--- config.mk ---
export PLATFORM = sky130hd
export DESIGN_NAME = tmds_period_sched
export DESIGN_NICKNAME = d
export VERILOG_FILES = /design/src/rtl/tmds_period_sched.sv
export SDC_FILE = /design/constraint.sdc
export NUM_CORES = 1
export LEC_CHECK = 0
export BUFFER_PORTS_ARGS = -buffer_cell sky130_fd_sc_hd__buf_4
export CAP_MARGIN = 40
export CORE_MARGIN = 2
export CORE_UTILIZATION = 40
export DETAILED_ROUTE_END_ITERATION = 16
export GPL_TIMING_DRIVEN = 0
export PLACE_DENSITY = 0.78
export SYNTH_ARGS = -nofsm -noshare
export SYNTH_HDL_FRONTEND = slang
export SYNTH_SLANG_ARGS = --single-unit
export TNS_END_PERCENT = 1
--- constraint.sdc ---
create_clock -name clk -period 2.1 [get_ports clk]
set_input_delay 0.42 -clock clk [delete_from_list [all_inputs] [get_ports clk]]
set_output_delay 0.42 -clock clk [all_outputs]
set_load 0.01 [all_outputs]
--- src/rtl/tmds_period_sched.sv ---
module tmds_period_sched #(
  parameter int PIXW    = 8,
  parameter int NIBW    = 4,
  parameter int CW      = 12,
  parameter int PKT_CYC = 32
) (
  input  logic              clk,
  input  logic              rst_n,
  input  logic              sink_new,
  input  logic              sink_hdmi,
  input  logic              de,
  input  logic              hsync,
  input  logic              vsync,
  input  logic [CW-1:0]     cyc_to_de,
  input  logic [3*PIXW-1:0] vid,
  input  logic [1:0]        fmt_req,
  input  logic              pkt_req,
  input  logic [3*NIBW-1:0] nib,
  output logic              pkt_take,
  output logic              hdmi_mode,
  output logic [5:0]        ptype,
  output logic [3*PIXW-1:0] payload,
  output logic [1:0]        fmt_out,
  output logic              fmt_err
);
  localparam int NCH    = 3;
  localparam int LAST   = PKT_CYC + 4;
  localparam int PW     = $clog2(LAST + 1);
  localparam int MINGAP = PKT_CYC + 6;
  localparam logic [1:0] K_CTL = 2'b00, K_PKT = 2'b01, K_VID = 2'b10, K_GB = 2'b11;

  logic          hdmi_q;
  logic [PW-1:0] pos_q, slot;
  logic [1:0]    kind;

  wire start   = hdmi_q && pkt_req && !de && (cyc_to_de >= CW'(MINGAP)) && (pos_q == '0);
  assign slot  = (pos_q != '0) ? pos_q : (start ? PW'(1) : '0);
  wire isl_gb  = (slot == PW'(1)) || (slot == PW'(2)) || (slot == PW'(LAST - 1)) || (slot == PW'(LAST));
  wire isl_pk  = (slot >= PW'(3)) && (slot <= PW'(PKT_CYC + 2));
  wire lead_gb = hdmi_q && !de && ((cyc_to_de == CW'(1)) || (cyc_to_de == CW'(2)));

  always_comb begin
    if (de)                     kind = K_VID;
    else if (isl_pk)            kind = K_PKT;
    else if (isl_gb || lead_gb) kind = K_GB;
    else                        kind = K_CTL;
  end

  assign pkt_take  = (pos_q >= PW'(3)) && (pos_q <= PW'(PKT_CYC + 2));
  assign hdmi_mode = hdmi_q;

  always_ff @(posedge clk) begin
    if (!rst_n) begin
      hdmi_q  <= 1'b0;
      pos_q   <= '0;
      ptype   <= '0;
      payload <= '0;
      fmt_out <= 2'b00;
      fmt_err <= 1'b0;
    end else begin
      if (sink_new)       hdmi_q <= 1'b0;
      else if (sink_hdmi) hdmi_q <= 1'b1;
      if (sink_new || slot == '0 || slot == PW'(LAST)) pos_q <= '0;
      else                                             pos_q <= slot + PW'(1);
      ptype   <= {NCH{kind}};
      fmt_out <= hdmi_q ? fmt_req : 2'b00;
      fmt_err <= !hdmi_q && (fmt_req != 2'b00);
      for (int ch = 0; ch < NCH; ch++) begin
        case (kind)
          K_VID:   payload[ch*PIXW +: PIXW] <= vid[ch*PIXW +: PIXW];
          K_PKT:   payload[ch*PIXW +: PIXW] <= PIXW'(nib[ch*NIBW +: NIBW]);
          K_CTL:   payload[ch*PIXW +: PIXW] <= (ch == 0) ? PIXW'({vsync, hsync}) : '0;
          default: payload[ch*PIXW +: PIXW] <= '0;
        endcase
      end
    end
  end

  a_r1_new_sink_dvi: assert property (@(posedge clk) disable iff (!rst_n)
    sink_new |=> !hdmi_mode);
  a_r5_dvi_no_gb: assert property (@(posedge clk) disable iff (!rst_n)
    !hdmi_mode |=> (ptype[1:0] != K_GB));
  a_r6_dvi_no_pkt: assert property (@(posedge clk) disable iff (!rst_n)
    !hdmi_mode |=> (ptype[1:0] != K_PKT) && !pkt_take);
  a_r7_fmt_forced: assert property (@(posedge clk) disable iff (!rst_n)
    (!hdmi_mode && fmt_req != 2'b00) |=> fmt_err && (fmt_out == 2'b00));
  a_r8_lead_gb: assert property (@(posedge clk) disable iff (!rst_n)
    (hdmi_mode && !de && pos_q == '0 && (cyc_to_de == CW'(1) || cyc_to_de == CW'(2)))
      |=> (ptype[1:0] == K_GB) && (payload == '0));
  a_r9_take_is_pkt: assert property (@(posedge clk) disable iff (!rst_n)
    (pkt_take && !de) |=> (ptype[1:0] == K_PKT));
  a_r9_gb_before_pkt: assert property (@(posedge clk) disable iff (!rst_n)
    (ptype[1:0] == K_PKT && $past(ptype[1:0]) != K_PKT) |-> ($past(ptype[1:0]) == K_GB));
  a_r4_ctl_quiet: assert property (@(posedge clk) disable iff (!rst_n)
    (ptype[1:0] == K_CTL) |-> (payload[3*PIXW-1:PIXW] == '0) && (payload[PIXW-1:2] == '0));
endmodule

# After elaboration in Yosys (flattened, before gate mapping)

Index checks and enable logic that the tools add are counted.

Add/subtract/negate cells: 1
Magnitude comparators: 5
Equal/unequal tests: 8
Muxes and demuxes: 8
Bitwise operators: 1
Reductions and logical operators: 26

Operators with widths:

| operator                                                           | number |
|---|---|
| case mux 8 bit (2 select lines)                                    | 2 |
| case mux 8 bit (3 select lines)                                    | 1 |
| equality test 12 x 1 -> 1 bit, second input constant               | 1 |
| equality test 12 x 2 -> 1 bit, second input constant               | 1 |
| equality test 6 bit, second input constant                         | 2 |
| greater-or-equal comparator 12 x 6 -> 1 bit, second input constant | 1 |
| greater-or-equal comparator 6 x 2 -> 1 bit, second input constant  | 2 |
| less-or-equal comparator 6 bit, second input constant              | 2 |
| zero test 6 bit                                                    | 2 |
| logical AND 1 bit                                                  | 9 |
| logical OR 1 bit                                                   | 7 |
| adder 6 x 1 -> 6 bit, second input constant                        | 1 |
| equality test 6 x 1 -> 1 bit, second input constant                | 1 |
| equality test 6 x 2 -> 1 bit, second input constant                | 1 |
| 2-to-1 mux 2 bit                                                   | 3 |
| 2-to-1 mux 6 bit                                                   | 1 |
| nonzero test 6 bit                                                 | 1 |
| OR reduction 2 bit                                                 | 2 |
| equality test 2 x 1 -> 1 bit, second input constant                | 1 |
| equality test 2 bit, second input constant                         | 1 |
| zero test 1 bit                                                    | 2 |
| zero test 2 bit                                                    | 1 |
| AND reduction 2 bit                                                | 1 |
| nonzero test 2 bit                                                 | 1 |
| other kinds (2)                                                    | 2 |

Flip-flop bits (word level): 40
Input bits: 58

# Depth between registers and ports, before layout

Depth in word-level cells: 16
Gate-level depth with buffers: 7
Gate-level depth less buffers: 6

# Worst setup path after synthesis

No wires, ideal clock.

Path kind: in2reg
From: in cyc_to_de[11]
To: reg ptype[3]
Library setup time: 0.116 ns
Data arrival time: 1.810 ns
Data required time: 1.984 ns
Path slack: 0.174 ns
Stages on the path: 5
Cells stage by stage: or4_4 > a2111oi_4 > o41a_4 > nand3_1 > a41o_1

Longest elaborated chain between the ends: 13
Elaborated cells between the ends (all ways): 23

Ends and longest elaborated chain:

| element                                                                             | RTL line | source |
|---|---|---|
| from (decl)                                                                         | 14       | `input logic [CW-1:0] cyc_to_de,` |
| greater-or-equal comparator 12 x 6 -> 1 bit                                         | 36       | `wire start = hdmi_q && pkt_req && !de && (cyc_to_de >= CW'(MINGAP)) && (pos_q == '0);` |
| logical AND 1 bit (2 in series)                                                     | 36       |  |
| 2-to-1 mux 1 bit                                                                    | 37       | `assign slot = (pos_q != '0) ? pos_q : (start ? PW'(1) : '0);` |
| 2-to-1 mux 6 bit                                                                    | 37       |  |
| equality test 6 x 1 -> 1 bit / equality test 6 x 2 -> 1 bit (equally long branches) | 38       | `wire isl_gb = (slot == PW'(1)) \|\| (slot == PW'(2)) \|\| (slot == PW'(LAST - 1)) \|\| (slot == PW'(LAST));` |
| logical OR 1 bit (3 in series)                                                      | 38       |  |
| logical OR 1 bit                                                                    | 45       | `else if (isl_gb \|\| lead_gb) kind = K_GB;` |
| 2-to-1 mux 2 bit                                                                    | 45       |  |
| 2-to-1 mux 2 bit *                                                                  | 44       | `else if (isl_pk) kind = K_PKT;` |
| 2-to-1 mux 2 bit *                                                                  | 43       | `if (de) kind = K_VID;` |
| to (signal assigned)                                                                | 65       | `ptype <= {NCH{kind}};` |
| to (decl)                                                                           | 21       | `output logic [5:0] ptype,` |

Every way passes the cells marked *; elsewhere a longest branch is shown, timed or not.
A chain may end at the register's enable or synchronous reset.

# Worst setup path in the final report

From: reg pos_q[1]
To: out pkt_take

Longest elaborated chain between the ends: 2
Elaborated cells between the ends (all ways): 3

Ends and longest elaborated chain:

| element                                                                                             | RTL line | source |
|---|---|---|
| from (decl)                                                                                         | 33       | `logic [PW-1:0] pos_q, slot;` |
| from (signal assigned)                                                                              | 64       | `else pos_q <= slot + PW'(1);` |
| greater-or-equal comparator 6 x 2 -> 1 bit / less-or-equal comparator 6 bit (equally long branches) | 49       | `assign pkt_take = (pos_q >= PW'(3)) && (pos_q <= PW'(PKT_CYC + 2));` |
| logical AND 1 bit *                                                                                 | 49       |  |
| to (decl)                                                                                           | 19       | `output logic pkt_take,` |

Marked as above.

==> results_dict.tcl <==
set metrics [dict create \
    hold_viol 0 \
    synth-edff-count 0 \
    setup_tns_ns 0 \
    dpl.cell_count 295 \
    ant_nets 0 \
    p_seq_share_pct 47.4 \
    synth_top_area_share_pct 48.6 \
    drive_above_1_share_pct 45.3 \
    fin_skew_ns 0.00460 \
    fmax_ghz 0.484 \
    ctsHoldBuffers 0 \
    core_area_um2 3610 \
    post-dp-hpwl_um 2910 \
    fin_ws_ns 0.0345 \
    grt_util_met2_pct 31.1 \
    drv_slew 0 \
    yosys-mux-area-fraction_pct 0.675 \
    multi_input_area_um2 706 \
    clk_latency_ns 0.29 \
    yosysWarnings 0 \
    wl_per_cell_um 12.7 \
    grtUsageMet1_pct 21.8 \
    utilization_pct 66.5 \
    finalPower_uw 1510 \
    p_leak_uw 0.00115 \
    synth_nets 213 \
    numCtsBuffers 5 \
    grt_pass1_vias 1331 \
    seq_area_um2 722 \
    antenna_cells 0 \
    syn_area_um2 1480 \
    fp.dieW_um 64.9 \
    pwr-share-clk_pct 39.2 \
    synth_flop_cell "dfxtp_1" \
    io_buffers 92 \
    final.period_utilization_pct 98.4 \
    clk_pin_slew_ns 0.07 \
    synth.most_common_cell "dfxtp_1" \
    worstMarginPinSlew_ns 0.516 \
    synthTopCellsByArea "dfxtp_1 49%, and3_1 5.9%, a22o_1 4.7%" \
    ys_ff_latch 36 \
    clk_path_buf_depth 2 \
    start_util_pct 41.1 \
    grt_antenna_before_repair 0 \
    vdd_drop_max_mv 0.434 \
    worstPathArrival_ns 1.65 \
    synth_top_family_by_area "simple AND/OR/NAND/NOR gates" \
    synthArstFlopShare_pct 0 \
    root_buffer "clkbuf_8" \
    grt_busiest_layer "met2" \
    htree_levels 2 \
    critPathKind "reg -> out" \
    drv_cap 0 \
    place.gp.congestion 0.783 \
    cts_tree "yes" \
    synthAdderAreaFrac_pct 0 \
    fin_nets 315 \
    gr-usage-met3_pct 5.56 \
    relSlewSlack_pct 65.4 \
    area_delta_synth_final_pct 61.8 \
    dr.pass1.iters 6 \
    synth_top_cell_by_area "dfxtp_1" \
    status "complete, no violations" \
    vias_per_cell 4.85 \
    nFillCells 318 \
    drtIter0Drc 62 \
    row_count 22 \
    cts.sinks 36 \
    startpoint_type "register" \
    period_minus_slack_ns 2.07 \
    instances_no_fill 306 \
    drc 0 \
    synth_compound_area_share_pct 19.2 \
    syn_avg_cell_area_um2 9.57 \
    synth_xor_area_share_pct 2.95 \
    synth_cell_types 40 \
    grt_overflow_total 0 \
    finalSetupViolations 0 \
    crit_path_end_kind "primary output" \
    synth_simple_gate_area_share_pct 23.5 \
    dpl_worst_slack_ns -0.0318 \
    hp-class "in -> reg" \
    yosysSeqAreaShare_pct 48.6 \
    fp.dieH_um 64.9 \
    synthCells 155 \
    synthTopCellsByCount "36 x dfxtp_1, 18 x nand2_1, 14 x and3_1" \
    worstPathMaxFanout 6 \
    die_area_um2 4210 \
    pin_count 93 \
    required_ns 1.68 \
    p_int_uw 1190 \
    wirelength_um 3880 \
    p_switching_uw 322 \
    grt_pass1_wl_um 5950 \
    p_per_area_nw_per_um2 629 \
    p_sw_share_pct 21.3 \
    comb_power_share_pct 13.3 \
    vias 1483 \
    grt_max_degree 12 \
    grtUsageTotal_pct 18.5 \
]
-- state kept, by name, indices dropped and copies added (netlist names) --
name       cells
fmt_out        2
payload       24
hdmi_mode      1
fmt_err        1
pos_q          6
ptype          2
-- layer usage --
| metal | vias to the layer above | wire [um] |
|---|---|---|
| li1 | 757 | - |
| met1 | 664 | 1620 |
| met2 | 58 | 1920 |
| met3 | 4 | 290 |
| met4 | 0 | 42 |
| met5 | - | 0 |
-- cell type report --
cell class / instances / area share (%)
Clock buffer: 6 / 3.03
Inverter: 3 / 0.469
Clock inverter: 2 / 1.46
Sequential cell: 36 / 30.1
Timing Repair Buffer: 96 / 30.2
Multi-Input combinational cell: 103 / 29.4
Buffer: 12 / 2.82
Tap cell: 48 / 2.50
-- power by group through the flow --
stage	clock network, uW	logic, uW	registers (uW)
after detailed placement	0	201	731
after global placement	0	199	730
after CTS	606	201	716
after global routing	631	218	717
after floorplan	0	51.9	743
final	592	201	716
-- path summary, 6_finish.rpt --
path | startpoint | to | slack [ns] | depth (start not counted)
max reg2reg | pos_q[1] | payload[1] | 0.13 | 9
min | sink_hdmi | hdmi_mode | 0.33 | 3
max | pos_q[1] | pkt_take | 0.03 | 5
min reg2reg | hdmi_mode | fmt_err | 0.54 | 1
-- repair_timing --
action | in CTS | in global routing
gates resized for setup | 2 | 6
buffers inserted | 1 | 3
endpoints found under the setup margin | 1 | 1
pin swaps | 1 | 1
-- cells by family after synthesis --
kind of cell	after synthesis
muxes	1
and+or+nand+nor	65
buffers and inverters	16
DFF	36
xor gates and xnor gates	5
AOI/OAI and AO/OA	32
-- critical path, stage by stage, from the launching register on --
cell and delay (ns):
dfxtp_2 0.32, buf_6 0.12, a2111oi_4 0.40, xor2_2 0.30, inv_2 0.08, buf_6 0.13
-- per-stage QoR --
step | hold slack (ns) | instance area, um^2
2_1_floorplan | 0.536 | 1480
3_3_place_gp | 0.541 | 2230
3_5_place_dp | 0.532 | 2230
4_1_cts | 0.325 | 2360
5_1_grt | 0.330 | 2400
6_report | 0.330 | 2400
-- cell usage in the layout (no fill, tap or decap), drive strengths merged, types with 2 or more instances in the layout --
cell type,instances
a2111oi,2
a211oi,4
a21boi,3
a21oi,2
a22o,8
and2,3
and3,14
buf,102
clkbuf,12
dfxtp,36
inv,3
nand2,18
nand2b,3
nand3,4
nand4,2
nor2,8
nor3,4
nor3b,2
o21ai,5
o2bb2ai,2
xor2,4
Note: power is estimated with default switching activity, not from simulation.
